**src/rtl/rtc_pkg.sv**
```systemverilog
package rtc_pkg;

   typedef enum logic [2:0] {
      REG_TIME       = 3'd0,
      REG_ALARM_TOD  = 3'd1,
      REG_ALARM_FULL = 3'd2,
      REG_STOPWATCH  = 3'd3,
      REG_IRQ_EN     = 3'd4,
      REG_IRQ_FLAG   = 3'd5
   } reg_addr_e;

   localparam int SEC_W   = 6;
   localparam int MIN_W   = 6;
   localparam int HOUR_W  = 5;
   localparam int TOD_W   = SEC_W + MIN_W + HOUR_W;
   localparam int SEC_MAX  = 59;
   localparam int MIN_MAX  = 59;
   localparam int HOUR_MAX = 23;

   localparam int NUM_IRQ  = 7;
   localparam int IRQ_SEC  = 0;
   localparam int IRQ_MIN  = 1;
   localparam int IRQ_HOUR = 2;
   localparam int IRQ_DAY  = 3;
   localparam int IRQ_ALMA = 4;
   localparam int IRQ_ALMB = 5;
   localparam int IRQ_SW   = 6;

endpackage

```
**src/rtl/rtc_prescaler.sv**
```systemverilog
module rtc_prescaler #(
   parameter int PRESCALE = 32768,
   localparam int CNT_W = (PRESCALE > 1) ? $clog2(PRESCALE) : 1
) (
   input  logic clk,
   input  logic rst_n,
   input  logic tick_en,
   input  logic restart,
   output logic tick
);

   localparam logic [CNT_W-1:0] LAST = CNT_W'(PRESCALE - 1);

   generate
      if (PRESCALE < 2) begin : g_bad_prescale
         $error("rtc_prescaler: PRESCALE must be at least 2");
      end
   endgenerate

   logic [CNT_W-1:0] phase_q;

   assign tick = tick_en & ~restart & (phase_q == LAST);

   always_ff @(posedge clk or negedge rst_n) begin
      if (!rst_n) begin
         phase_q <= '0;
      end else if (restart) begin
         phase_q <= '0;
      end else if (tick_en) begin
         phase_q <= (phase_q == LAST) ? '0 : phase_q + CNT_W'(1);
      end
   end

   assert_restart_phase_R2: assert property (@(posedge clk) disable iff (!rst_n)
      restart |=> !tick);

   assert_tick_spacing_R2: assert property (@(posedge clk) disable iff (!rst_n)
      tick |=> !tick);

endmodule

```
**src/rtl/rtc_wrap_counter.sv**
```systemverilog
module rtc_wrap_counter #(
   parameter int W   = 6,
   parameter int MAX = 59
) (
   input  logic         clk,
   input  logic         rst_n,
   input  logic         load,
   input  logic [W-1:0] load_val,
   input  logic         step,
   output logic [W-1:0] value,
   output logic         at_max
);

   localparam logic [W-1:0] TOP = W'(MAX);

   generate
      if (MAX < 1 || longint'(MAX) > (longint'(1) << W) - 1) begin : g_bad_max
         $error("rtc_wrap_counter: MAX does not fit in W bits");
      end
   endgenerate

   assign at_max = (value >= TOP);

   always_ff @(posedge clk or negedge rst_n) begin
      if (!rst_n) begin
         value <= '0;
      end else if (load) begin
         value <= (load_val > TOP) ? TOP : load_val;
      end else if (step) begin
         value <= at_max ? '0 : value + W'(1);
      end
   end

   assert_in_range_R3: assert property (@(posedge clk) disable iff (!rst_n)
      value <= TOP);

   assert_wraps_R3: assert property (@(posedge clk) disable iff (!rst_n)
      (step && !load && value == TOP) |=> value == '0);

endmodule

```
**src/rtl/rtc_counters.sv**
```systemverilog
module rtc_counters
   import rtc_pkg::*;
#(
   parameter int DAY_W = 15
) (
   input  logic              clk,
   input  logic              rst_n,
   input  logic              tick,
   input  logic              load,
   input  logic [SEC_W-1:0]  ld_sec,
   input  logic [MIN_W-1:0]  ld_min,
   input  logic [HOUR_W-1:0] ld_hour,
   input  logic [DAY_W-1:0]  ld_day,
   output logic [SEC_W-1:0]  sec,
   output logic [MIN_W-1:0]  min,
   output logic [HOUR_W-1:0] hour,
   output logic [DAY_W-1:0]  day,
   output logic              roll_sec,
   output logic              roll_min,
   output logic              roll_hour,
   output logic              roll_day
);

   localparam int DAY_MAX = (1 << DAY_W) - 1;

   generate
      if (DAY_W < 1 || DAY_W > 30) begin : g_bad_day
         $error("rtc_counters: DAY_W out of range");
      end
   endgenerate

   logic sec_top, min_top, hour_top, day_top;
   logic step_min, step_hour, step_day;

   assign step_min  = tick & sec_top;
   assign step_hour = step_min & min_top;
   assign step_day  = step_hour & hour_top;

   rtc_wrap_counter #(.W(SEC_W), .MAX(SEC_MAX)) u_sec (
      .clk(clk), .rst_n(rst_n), .load(load), .load_val(ld_sec),
      .step(tick), .value(sec), .at_max(sec_top));

   rtc_wrap_counter #(.W(MIN_W), .MAX(MIN_MAX)) u_min (
      .clk(clk), .rst_n(rst_n), .load(load), .load_val(ld_min),
      .step(step_min), .value(min), .at_max(min_top));

   rtc_wrap_counter #(.W(HOUR_W), .MAX(HOUR_MAX)) u_hour (
      .clk(clk), .rst_n(rst_n), .load(load), .load_val(ld_hour),
      .step(step_hour), .value(hour), .at_max(hour_top));

   rtc_wrap_counter #(.W(DAY_W), .MAX(DAY_MAX)) u_day (
      .clk(clk), .rst_n(rst_n), .load(load), .load_val(ld_day),
      .step(step_day), .value(day), .at_max(day_top));

   assign roll_sec  = tick;
   assign roll_min  = step_min;
   assign roll_hour = step_hour;
   assign roll_day  = step_day;

   assert_day_wrap_R4: assert property (@(posedge clk) disable iff (!rst_n)
      (tick && !load && day_top && hour_top && min_top && sec_top)
      |=> (day == '0 && hour == '0 && min == '0 && sec == '0));

   assert_minute_carry_R3: assert property (@(posedge clk) disable iff (!rst_n)
      (tick && !load && sec_top && !min_top) |=> min == $past(min) + MIN_W'(1));

endmodule

```
**src/rtl/rtc_alarm.sv**
```systemverilog
module rtc_alarm
   import rtc_pkg::*;
#(
   parameter int DAY_W   = 15,
   parameter bit USE_DAY = 1'b0
) (
   input  logic              clk,
   input  logic              rst_n,
   input  logic              load,
   input  logic [TOD_W-1:0]  ld_tod,
   input  logic [DAY_W-1:0]  ld_day,
   input  logic              check,
   input  logic [SEC_W-1:0]  cur_sec,
   input  logic [MIN_W-1:0]  cur_min,
   input  logic [HOUR_W-1:0] cur_hour,
   input  logic [DAY_W-1:0]  cur_day,
   output logic [TOD_W-1:0]  tgt_tod,
   output logic [DAY_W-1:0]  tgt_day,
   output logic              hit
);

   logic tod_match, day_match;

   always_ff @(posedge clk or negedge rst_n) begin
      if (!rst_n)     tgt_tod <= '0;
      else if (load)  tgt_tod <= ld_tod;
   end

   assign tod_match = (tgt_tod == {cur_hour, cur_min, cur_sec});

   generate
      if (USE_DAY) begin : g_day
         logic [DAY_W-1:0] day_q;
         always_ff @(posedge clk or negedge rst_n) begin
            if (!rst_n)     day_q <= '0;
            else if (load)  day_q <= ld_day;
         end
         assign day_match = (day_q == cur_day);
         assign tgt_day   = day_q;
      end else begin : g_tod_only
         logic unused_day;
         assign unused_day = ^{ld_day, cur_day};
         assign day_match  = 1'b1;
         assign tgt_day    = '0;
      end
   endgenerate

   assign hit = check & tod_match & day_match;

endmodule

```
**src/rtl/rtc_stopwatch.sv**
```systemverilog
module rtc_stopwatch #(
   parameter int SW_W = 16
) (
   input  logic            clk,
   input  logic            rst_n,
   input  logic            load,
   input  logic [SW_W-1:0] ld_val,
   input  logic            tick,
   output logic [SW_W-1:0] count,
   output logic            running,
   output logic            underflow
);

   generate
      if (SW_W < 1) begin : g_bad_sw
         $error("rtc_stopwatch: SW_W must be positive");
      end
   endgenerate

   assign underflow = tick & running & ~load & (count == '0);

   always_ff @(posedge clk or negedge rst_n) begin
      if (!rst_n) begin
         count   <= '0;
         running <= 1'b0;
      end else if (load) begin
         count   <= ld_val;
         running <= 1'b1;
      end else if (tick && running) begin
         if (count == '0) running <= 1'b0;
         else             count   <= count - SW_W'(1);
      end
   end

   assert_stop_on_underflow_R8: assert property (@(posedge clk) disable iff (!rst_n)
      underflow |=> !running);

   assert_countdown_R8: assert property (@(posedge clk) disable iff (!rst_n)
      (tick && running && !load && count != '0) |=> count == $past(count) - SW_W'(1));

endmodule

```
**src/rtl/rtc_timekeeper.sv**
```systemverilog
module rtc_timekeeper
   import rtc_pkg::*;
#(
   parameter int PRESCALE = 32768,
   parameter int DAY_W    = 15,
   parameter int SW_W     = 16,
   localparam int DATA_W  = TOD_W + DAY_W
) (
   input  logic              clk,
   input  logic              rst_n,
   input  logic              tick_en,
   input  logic              wr_en,
   input  logic [2:0]        wr_addr,
   input  logic [DATA_W-1:0] wr_data,
   input  logic [2:0]        rd_addr,
   output logic [DATA_W-1:0] rd_data,
   output logic              irq
);

   generate
      if (SW_W + 1 > DATA_W) begin : g_bad_sw_width
         $error("rtc_timekeeper: stopwatch does not fit the data word");
      end
   endgenerate

   logic time_wr, sw_wr, en_wr, flag_wr;
   logic sec_tick, check_q;
   logic [SEC_W-1:0]  sec;
   logic [MIN_W-1:0]  min;
   logic [HOUR_W-1:0] hour;
   logic [DAY_W-1:0]  day;
   logic r_sec, r_min, r_hour, r_day;
   logic [1:0]        hit;
   logic [TOD_W-1:0]  tgt_tod [2];
   logic [DAY_W-1:0]  tgt_day [2];
   logic [SW_W-1:0]   sw_cnt;
   logic              sw_run, sw_uf;
   logic [NUM_IRQ-1:0] evt, irq_en, flags, clr_mask;

   assign time_wr = wr_en & (wr_addr == REG_TIME);
   assign sw_wr   = wr_en & (wr_addr == REG_STOPWATCH);
   assign en_wr   = wr_en & (wr_addr == REG_IRQ_EN);
   assign flag_wr = wr_en & (wr_addr == REG_IRQ_FLAG);

   rtc_prescaler #(.PRESCALE(PRESCALE)) u_prescaler (
      .clk(clk), .rst_n(rst_n), .tick_en(tick_en),
      .restart(time_wr), .tick(sec_tick));

   rtc_counters #(.DAY_W(DAY_W)) u_counters (
      .clk(clk), .rst_n(rst_n), .tick(sec_tick), .load(time_wr),
      .ld_sec(wr_data[5:0]), .ld_min(wr_data[11:6]),
      .ld_hour(wr_data[16:12]), .ld_day(wr_data[DATA_W-1:TOD_W]),
      .sec(sec), .min(min), .hour(hour), .day(day),
      .roll_sec(r_sec), .roll_min(r_min), .roll_hour(r_hour), .roll_day(r_day));

   // compare one cycle after the tick, once the counters hold the new time
   always_ff @(posedge clk or negedge rst_n) begin
      if (!rst_n) check_q <= 1'b0;
      else        check_q <= sec_tick;
   end

   generate
      for (genvar g = 0; g < 2; g++) begin : g_alarm
         localparam reg_addr_e SLOT = (g == 0) ? REG_ALARM_TOD : REG_ALARM_FULL;
         rtc_alarm #(.DAY_W(DAY_W), .USE_DAY(g == 1)) u_alarm (
            .clk(clk), .rst_n(rst_n),
            .load(wr_en & (wr_addr == SLOT)),
            .ld_tod(wr_data[TOD_W-1:0]), .ld_day(wr_data[DATA_W-1:TOD_W]),
            .check(check_q),
            .cur_sec(sec), .cur_min(min), .cur_hour(hour), .cur_day(day),
            .tgt_tod(tgt_tod[g]), .tgt_day(tgt_day[g]), .hit(hit[g]));
      end
   endgenerate

   rtc_stopwatch #(.SW_W(SW_W)) u_stopwatch (
      .clk(clk), .rst_n(rst_n), .load(sw_wr), .ld_val(wr_data[SW_W-1:0]),
      .tick(sec_tick), .count(sw_cnt), .running(sw_run), .underflow(sw_uf));

   assign evt      = {sw_uf, hit[1], hit[0], r_day, r_hour, r_min, r_sec};
   assign clr_mask = flag_wr ? wr_data[NUM_IRQ-1:0] : '0;

   always_ff @(posedge clk or negedge rst_n) begin
      if (!rst_n) begin
         irq_en <= '0;
         flags  <= '0;
      end else begin
         if (en_wr) irq_en <= wr_data[NUM_IRQ-1:0];
         flags <= (flags & ~clr_mask) | (evt & irq_en);
      end
   end

   assign irq = |flags;

   always_comb begin
      case (reg_addr_e'(rd_addr))
         REG_TIME:       rd_data = {day, hour, min, sec};
         REG_ALARM_TOD:  rd_data = {{DAY_W{1'b0}}, tgt_tod[0]};
         REG_ALARM_FULL: rd_data = {tgt_day[1], tgt_tod[1]};
         REG_STOPWATCH:  rd_data = DATA_W'({sw_run, sw_cnt});
         REG_IRQ_EN:     rd_data = DATA_W'(irq_en);
         REG_IRQ_FLAG:   rd_data = DATA_W'(flags);
         default:        rd_data = '0;
      endcase
   end

   assert_flags_sticky_R9: assert property (@(posedge clk) disable iff (!rst_n)
      !flag_wr |=> ((flags & $past(flags)) == $past(flags)));

   assert_enable_gate_R5: assert property (@(posedge clk) disable iff (!rst_n)
      1'b1 |=> ((flags & ~$past(flags) & ~$past(irq_en)) == '0));

   assert_alarm_after_tick_R6: assert property (@(posedge clk) disable iff (!rst_n)
      (hit != 2'b00) |-> $past(sec_tick));

endmodule

```
**config.mk**
```make
export PLATFORM = sky130hd
export DESIGN_NAME = rtc_timekeeper
export DESIGN_NICKNAME = d
export VERILOG_FILES = /design/src/rtl/rtc_pkg.sv /design/src/rtl/rtc_prescaler.sv /design/src/rtl/rtc_wrap_counter.sv /design/src/rtl/rtc_counters.sv /design/src/rtl/rtc_alarm.sv /design/src/rtl/rtc_stopwatch.sv /design/src/rtl/rtc_timekeeper.sv
export SDC_FILE = /design/constraint.sdc
export NUM_CORES = 1
export LEC_CHECK = 0
export ABC_AREA = 1
export ABC_CLOCK_PERIOD_IN_PS = 1800
export BUFFER_PORTS_ARGS = -buffer_cell sky130_fd_sc_hd__buf_2
export CAP_MARGIN = 40
export CORE_MARGIN = 3
export CORE_UTILIZATION = 33
export DETAILED_ROUTE_END_ITERATION = 6
export PLACE_DENSITY_LB_ADDON = 0.08
export SLEW_MARGIN = 20
export SYNTH_ARGS = -nofsm -noshare
export SYNTH_HDL_FRONTEND = slang
export SYNTH_SLANG_ARGS = --single-unit
```
**constraint.sdc**
```tcl
create_clock -name clk -period 1.8 [get_ports clk]
set_clock_uncertainty 0.2 [all_clocks]
set_input_delay 0 -clock clk [delete_from_list [all_inputs] [get_ports clk]]
set_output_delay 0 -clock clk [all_outputs]
set_load 0.03 [all_outputs]
```
# == Yosys cells after proc, flatten, opt, wreduce, memory -nomap -nowiden ==
# Index checks and enable logic that the tools add are counted.
# word_totals
n_memories,0
out_inout_bits,33
romBits,0
ram_bits,0
reg_bits,128
latch_bits,0
input_bits,42
elab_cells,106
# op_classes
addsub,6
eq_ne,15
div,0
mul,0
n_bitwise,23
reduce_logical,14
shifts,0
n_lt_le_gt_ge,8
n_mux,27
# op_table
op,n
32-bit case mux with 6 select lines,1
15-bit two-way mux,7
16-bit two-way mux,3
6-bit two-way mux,8
17-bit equality test,2
15-bit by 1-bit adder with 15-bit output (second input constant),2
5-bit two-way mux,4
1-bit bitwise AND,17
16-bit zero test,1
16-bit by 1-bit subtractor with 16-bit output (second input constant),1
15-bit equality test,1
15-bit equality test (second input constant),1
15-bit greater-or-equal comparator (second input constant),1
15-bit > comparator (second input constant),1
7-bit bitwise AND,2
2-bit nonzero test,7
6-bit by 1-bit adder with 6-bit output (second input constant),2
3-bit by 2-bit equality test with 1-bit output (second input constant),4
3-bit equality test (second input constant),4
6-bit greater-or-equal comparator (second input constant),2
6-bit > comparator (second input constant),2
7-bit two-way mux,1
7-bit NOT,1
7-bit bitwise OR,1
other kinds (11),17

# == Longest topological paths before layout ==
# depth
word_depth,10
mapped_depth,12

# == Cells and area by module ==
# Synthesis repeated with hierarchy kept, for this count alone.
# unflattened
cells_unflattened,1286
hier_area_um2,9075.0
# by_module_without_submodules
mod,instances,cells_per_inst,area_per_inst_um2
rtc_alarm at g_alarm[1].u_alarm,1,233,1720.4
rtc_timekeeper,1,278,1671.6
rtc_stopwatch,1,208,1313.8
rtc_wrap_counter at u_counters.u_day,1,144,1133.6
rtc_alarm at g_alarm[0].u_alarm,1,130,1043.5
rtc_prescaler,1,119,934.6
rtc_wrap_counter at u_counters.u_min ...,2,60,437.9
rtc_wrap_counter at u_counters.u_hour,1,47,342.8
rtc_counters,1,7,38.8

# == Worst setup path after synthesis ==
# Ideal clock, no wire load.
# synth_path
kind,reg-to-reg
startpoint,reg u_prescaler.phase_q[0]
endpoint,reg u_counters.u_day.value[6]
path_stages_with_launch,12
setup_ns,0.117
t_arrival_ns,1.523
path_slack_ns,-0.040
n_path_buf,1
path_cell_list,dfrtp_1 > ha_1 > nand2_2 > nor2_4 > nand2_4 > nor2_8 > nand4_4 > nand2_2 > nand2_2 > buf_6 > nand2_1 > nand2_1
# synth_between
elab_chain_len,6
# synth_rtl
element,line,source
"start, declared",rtc_prescaler.sv:20,logic [CNT_W-1:0] phase_q;
"start signal, assigned",rtc_prescaler.sv:30,phase_q <= (phase_q == LAST) ? '0 : phase_q + CNT_W'(1);
15-bit equality test,rtc_prescaler.sv:22,assign tick = tick_en & ~restart & (phase_q == LAST);
1-bit bitwise AND,rtc_prescaler.sv:22,
1-bit bitwise AND,rtc_counters.sv:35,assign step_min = tick & sec_top;
1-bit bitwise AND,rtc_counters.sv:36,assign step_hour = step_min & min_top;
1-bit bitwise AND,rtc_counters.sv:37,assign step_day = step_hour & hour_top;
2-bit nonzero test (no source line),-,
"end signal, assigned",rtc_wrap_counter.sv:28,value <= (load_val > TOP) ? TOP : load_val;
"end signal, assigned",rtc_wrap_counter.sv:30,value <= at_max ? '0 : value + W'(1);
"end, declared",rtc_wrap_counter.sv:10,"output logic [W-1:0] value,"
# Every way passes these cells.
# A chain may end at the register's enable or synchronous reset.

# == Final worst setup path ==
# layout_path
startpoint,reg u_prescaler.phase_q[0]
endpoint,reg u_counters.u_day.value[3]
# The elaborated chain is that of the path after synthesis.

==> impl_results.md <==
* Max Fclk at 526.4 MHz
* Die Y at between 150 and 200 um
* Worst Path Arrival at roughly 2000 ps
* Syn_area_per_cell at roughly 7.0 um^2
* Distinct cell type count after synthesis at 46
* Post-DP HPWL at 22.52 mm
* Number of synthesized register bits at around 130
* I/O Buffers at 74
* Synth cell count leaders: nand2_1 (354), inv_1 (140), dfrtp_1 (128)
* Layout cells sized above 1 at 0.2632
* Ant diodes at 0
* DP Worst Slack at -183.7 ps
* CTS tree: done
* Final Net Count at ~1500
* Clk pin slew, worst setup/hold paths at 70 ps
* RSZ-0062 raised after global routing: yes
* P_sw at between 5 and 6 mW
* CTS max path bufs at 2
* Sw Ratio at 0.4063
* PwrDens at ~1200 nW/um^2
* Grt ovf at 0
* CP endpoint kind: flop
* Htree depth at 4
* Startpoint types: flop
* GRT Overall Usage at 0.2318
* Post-route minimum period at approximately 1900 ps
* Pleak at around 5.7 nW
* Initial antenna violation count at 0
* Cell mode on critical path: nand2_4
* Post-layout worst setup margin at -99.74 ps
* Syn Inst Count at ~1200
* Worst VDD drop at between 700 and 800 uV
* Area of the mapped netlist at 8137 um^2
* Fillers at 2411
* Synth area leader: dfrtp_1
* Vias/cell at ~5.0
* Core Box Area at 23820 um^2
* First-pass GRT wire length at between 40 and 50 mm
* Area fraction of the dominant cell type after synthesis at 0.3937
* Final ANT Viol Nets at 0
* Cell area after layout at about 11000 um^2
* Max-slew violations at 0
* DR iter-0 viols at 567
* Clock power frac at 0.258
* Run status: finished, violations left
* Die width at roughly 160 um
* I/O Pins at 75
* Fraction of registers with async set or reset after synthesis at 1.000
* DR pass1 iterations at 5
* Critical path type: reg2reg
* EDFF count, synth at 0
* P_int at approximately 8.5 mW
* Area of the multi-input gates at roughly 4600 um^2
* WP buf/inv at 0
* GP Congestion at 0.9024
* Failing checks: setup timing
* DRC at 0
* Starting Density at 0.3415
* Sequential power share at 0.300
* Post-Place Cell Area at between 9000 and 10000 um^2
* Relative slew slack at 0.6424
* Tightest Hold Check Type: in2reg
* Net Count, Synth at roughly 1200
* Synth warnings at 0
* WL final at 30.69 mm
* Num CTS Buffers at 17
* Critical Path RT at roughly 1900 ps
* Slowest cell on the critical path: dfrtp_1
* Clock Root Buffer: clkbuf_16
* Final period util at 1.055
* Storage element area at 3206 um^2
* Vias at ~8600
* Worst-Margin Slew at roughly 540 ps
* Largest stage delay on the critical path at ~350 ps
* Die Area at approximately 27000 um^2
* Clock Latency Late Sink at about 430 ps
* CTS sink cnt at roughly 130
* Max_cap viols at 0
* Final hold violations at 0
* Logic pwr share at 0.442
* Setup TNS at -2826 ps
* WL/cell at ~18 um
* Most frequent cell after synthesis: nand2_1
* Crit-path cells: ha_2 > nand2_2 > nor2_4 > nand2_4 > nor2_8 > nand4_4 > nand2_4 > nand2_4 > nand2_1 > nand2_1
* Vias in the first global route at 8393
* CP delay by family, top: simple AND/OR/NAND/NOR gates
* Ys flop type: dfrtp_1
* Pin count of the biggest net entering global routing at 40
* Endpoints failing setup at 42
* FP Rows at 56
* Area growth syn-to-layout at 41.32%
* Crit-path max FO at 7
* Synth area leaders: dfrtp_1 (39%), nand2_1 (16%), o21ai_0 (7.2%), inv_1 (6.5%), nor2_1 (4.6%)
* Sequential fraction of the synthesis area at 0.3937
## routing by layer
metal	global-route usage	up-vias	share of wire
li1	-	4298	-
met1	0.3103	4128	0.46
met2	0.3984	186	0.49
met3	0.03728	32	0.040
met4	0.04614	0	0.012
met5	0	-	0
## stage by stage
stage	cells	total power [mW]	hold slack (ps)	utilization
2_1_floorplan	1161	7.577	-495.6	-
3_3_place_gp	1651	10.06	-253.2	0.4146
3_5_place_dp	1651	10.06	-252.9	0.4146
4_1_cts	1734	14.01	6.080	0.4676
5_1_grt	1744	15.28	22.65	0.4827
6_report	1744	14.27	6.131	0.4827
## worst register-to-register path, cell delays in order (launching register included)
cell and delay (ps):
dfrtp_1 350, ha_2 190, nand2_2 70, nor2_4 120, nand2_4 100, nor2_8 150, nand4_4 170, nand2_4 190
nand2_4 120, nand2_1 90, nand2_1 50
## cell families after synthesis
group	count (synthesis)	synth area share
AND/OR/NAND/NOR	572	0.3008
buffers and inverters	188	0.09211
XOR/XNOR	30	0.03229
AO/OA/AOI/OAI	233	0.1662
multiplexers	3	0.004152
flip-flops	128	0.3937
adder cells (fa/ha/maj)	7	0.01076
## sequential cells by signal, indices dropped and copies added, names as in the netlist, 5 cells and up
register and count:
g_alarm.u_alarm.tgt_tod 34, irq_en 7, g_alarm.u_alarm.tgt_day 15, flags 7, u_stopwatch.count 16, u_counters.u_day.value 15
u_counters.u_hour.value 5, u_counters.u_min.value 6, u_prescaler.phase_q 15, u_counters.u_sec.value 6
## placed cells by master, fill, tap and decap left out, types with 8 or more instances in the layout
cell type / synthesis / layout
nand2_1: 354 / 326
nor2_1: 99 / 85
o22ai_1: 30 / 29
a22oi_1: 19 / 13
nor2_2: 4 / 13
dlygate4sd3_1: 0 / 44
clkbuf_16: 0 / 18
inv_1: 140 / 139
xor2_1: 18 / 18
buf_12: 0 / 8
buf_2: 10 / 64
dfrtp_1: 128 / 126
clkinv_4: 0 / 8
buf_4: 0 / 139
o211ai_1: 13 / 13
nand2_4: 3 / 8
o21ai_2: 3 / 8
o21ai_0: 117 / 100
nand4_1: 27 / 27
xnor2_1: 12 / 10
nand3_1: 55 / 50
nor2_4: 3 / 8
buf_6: 2 / 11
o21ai_1: 7 / 19
nand2_2: 7 / 29
a21oi_1: 29 / 27
## power by group through the flow
stage	sequential, mW	combinational [mW]	clock [mW]
after detailed placement	4.28	5.77	0
final	4.28	6.30	3.69
after CTS	4.25	6.00	3.76
after global placement	4.29	5.77	0
after global routing	4.39	7.01	3.88
after floorplan	4.21	3.37	0
## area by class of cell
type | count | area share
Inverter | 146 | 0.04875
Clock inverter | 14 | 0.01610
Clock buffer | 18 | 0.03732
Sequential cell | 128 | 0.2788
Multi-Input combinational cell | 846 | 0.3963
Tap cell | 319 | 0.03471
Timing Repair Buffer | 272 | 0.1871
Timing Repair inverter | 1 | 0.0009793
## final timing paths
path,from,end,slack [ps],depth (start not counted)
max,u_prescaler.phase_q[0],u_counters.u_day.value[3],-100,10
min,wr_addr[1],g_alarm[0].u_alarm.tgt_tod[0],6,5
max reg2reg,u_prescaler.phase_q[0],u_counters.u_day.value[3],-100,10
min reg2reg,irq_en[2],irq_en[2],290,2
max in group asynchronous,rst_n,u_counters.u_hour.value[3],380,4
min in group asynchronous,rst_n,u_prescaler.phase_q[4],380,3
## timing repair
action	CTS	global route
setup buffers	6	11
resized for setup	51	80
endpoints found under the setup margin	60	79
endpoints found under the hold margin	248	0
hold buffers	45	0
cloned	2	2
pin swaps	14	21
No activity file was read; power rests on OpenSTA's default activity.
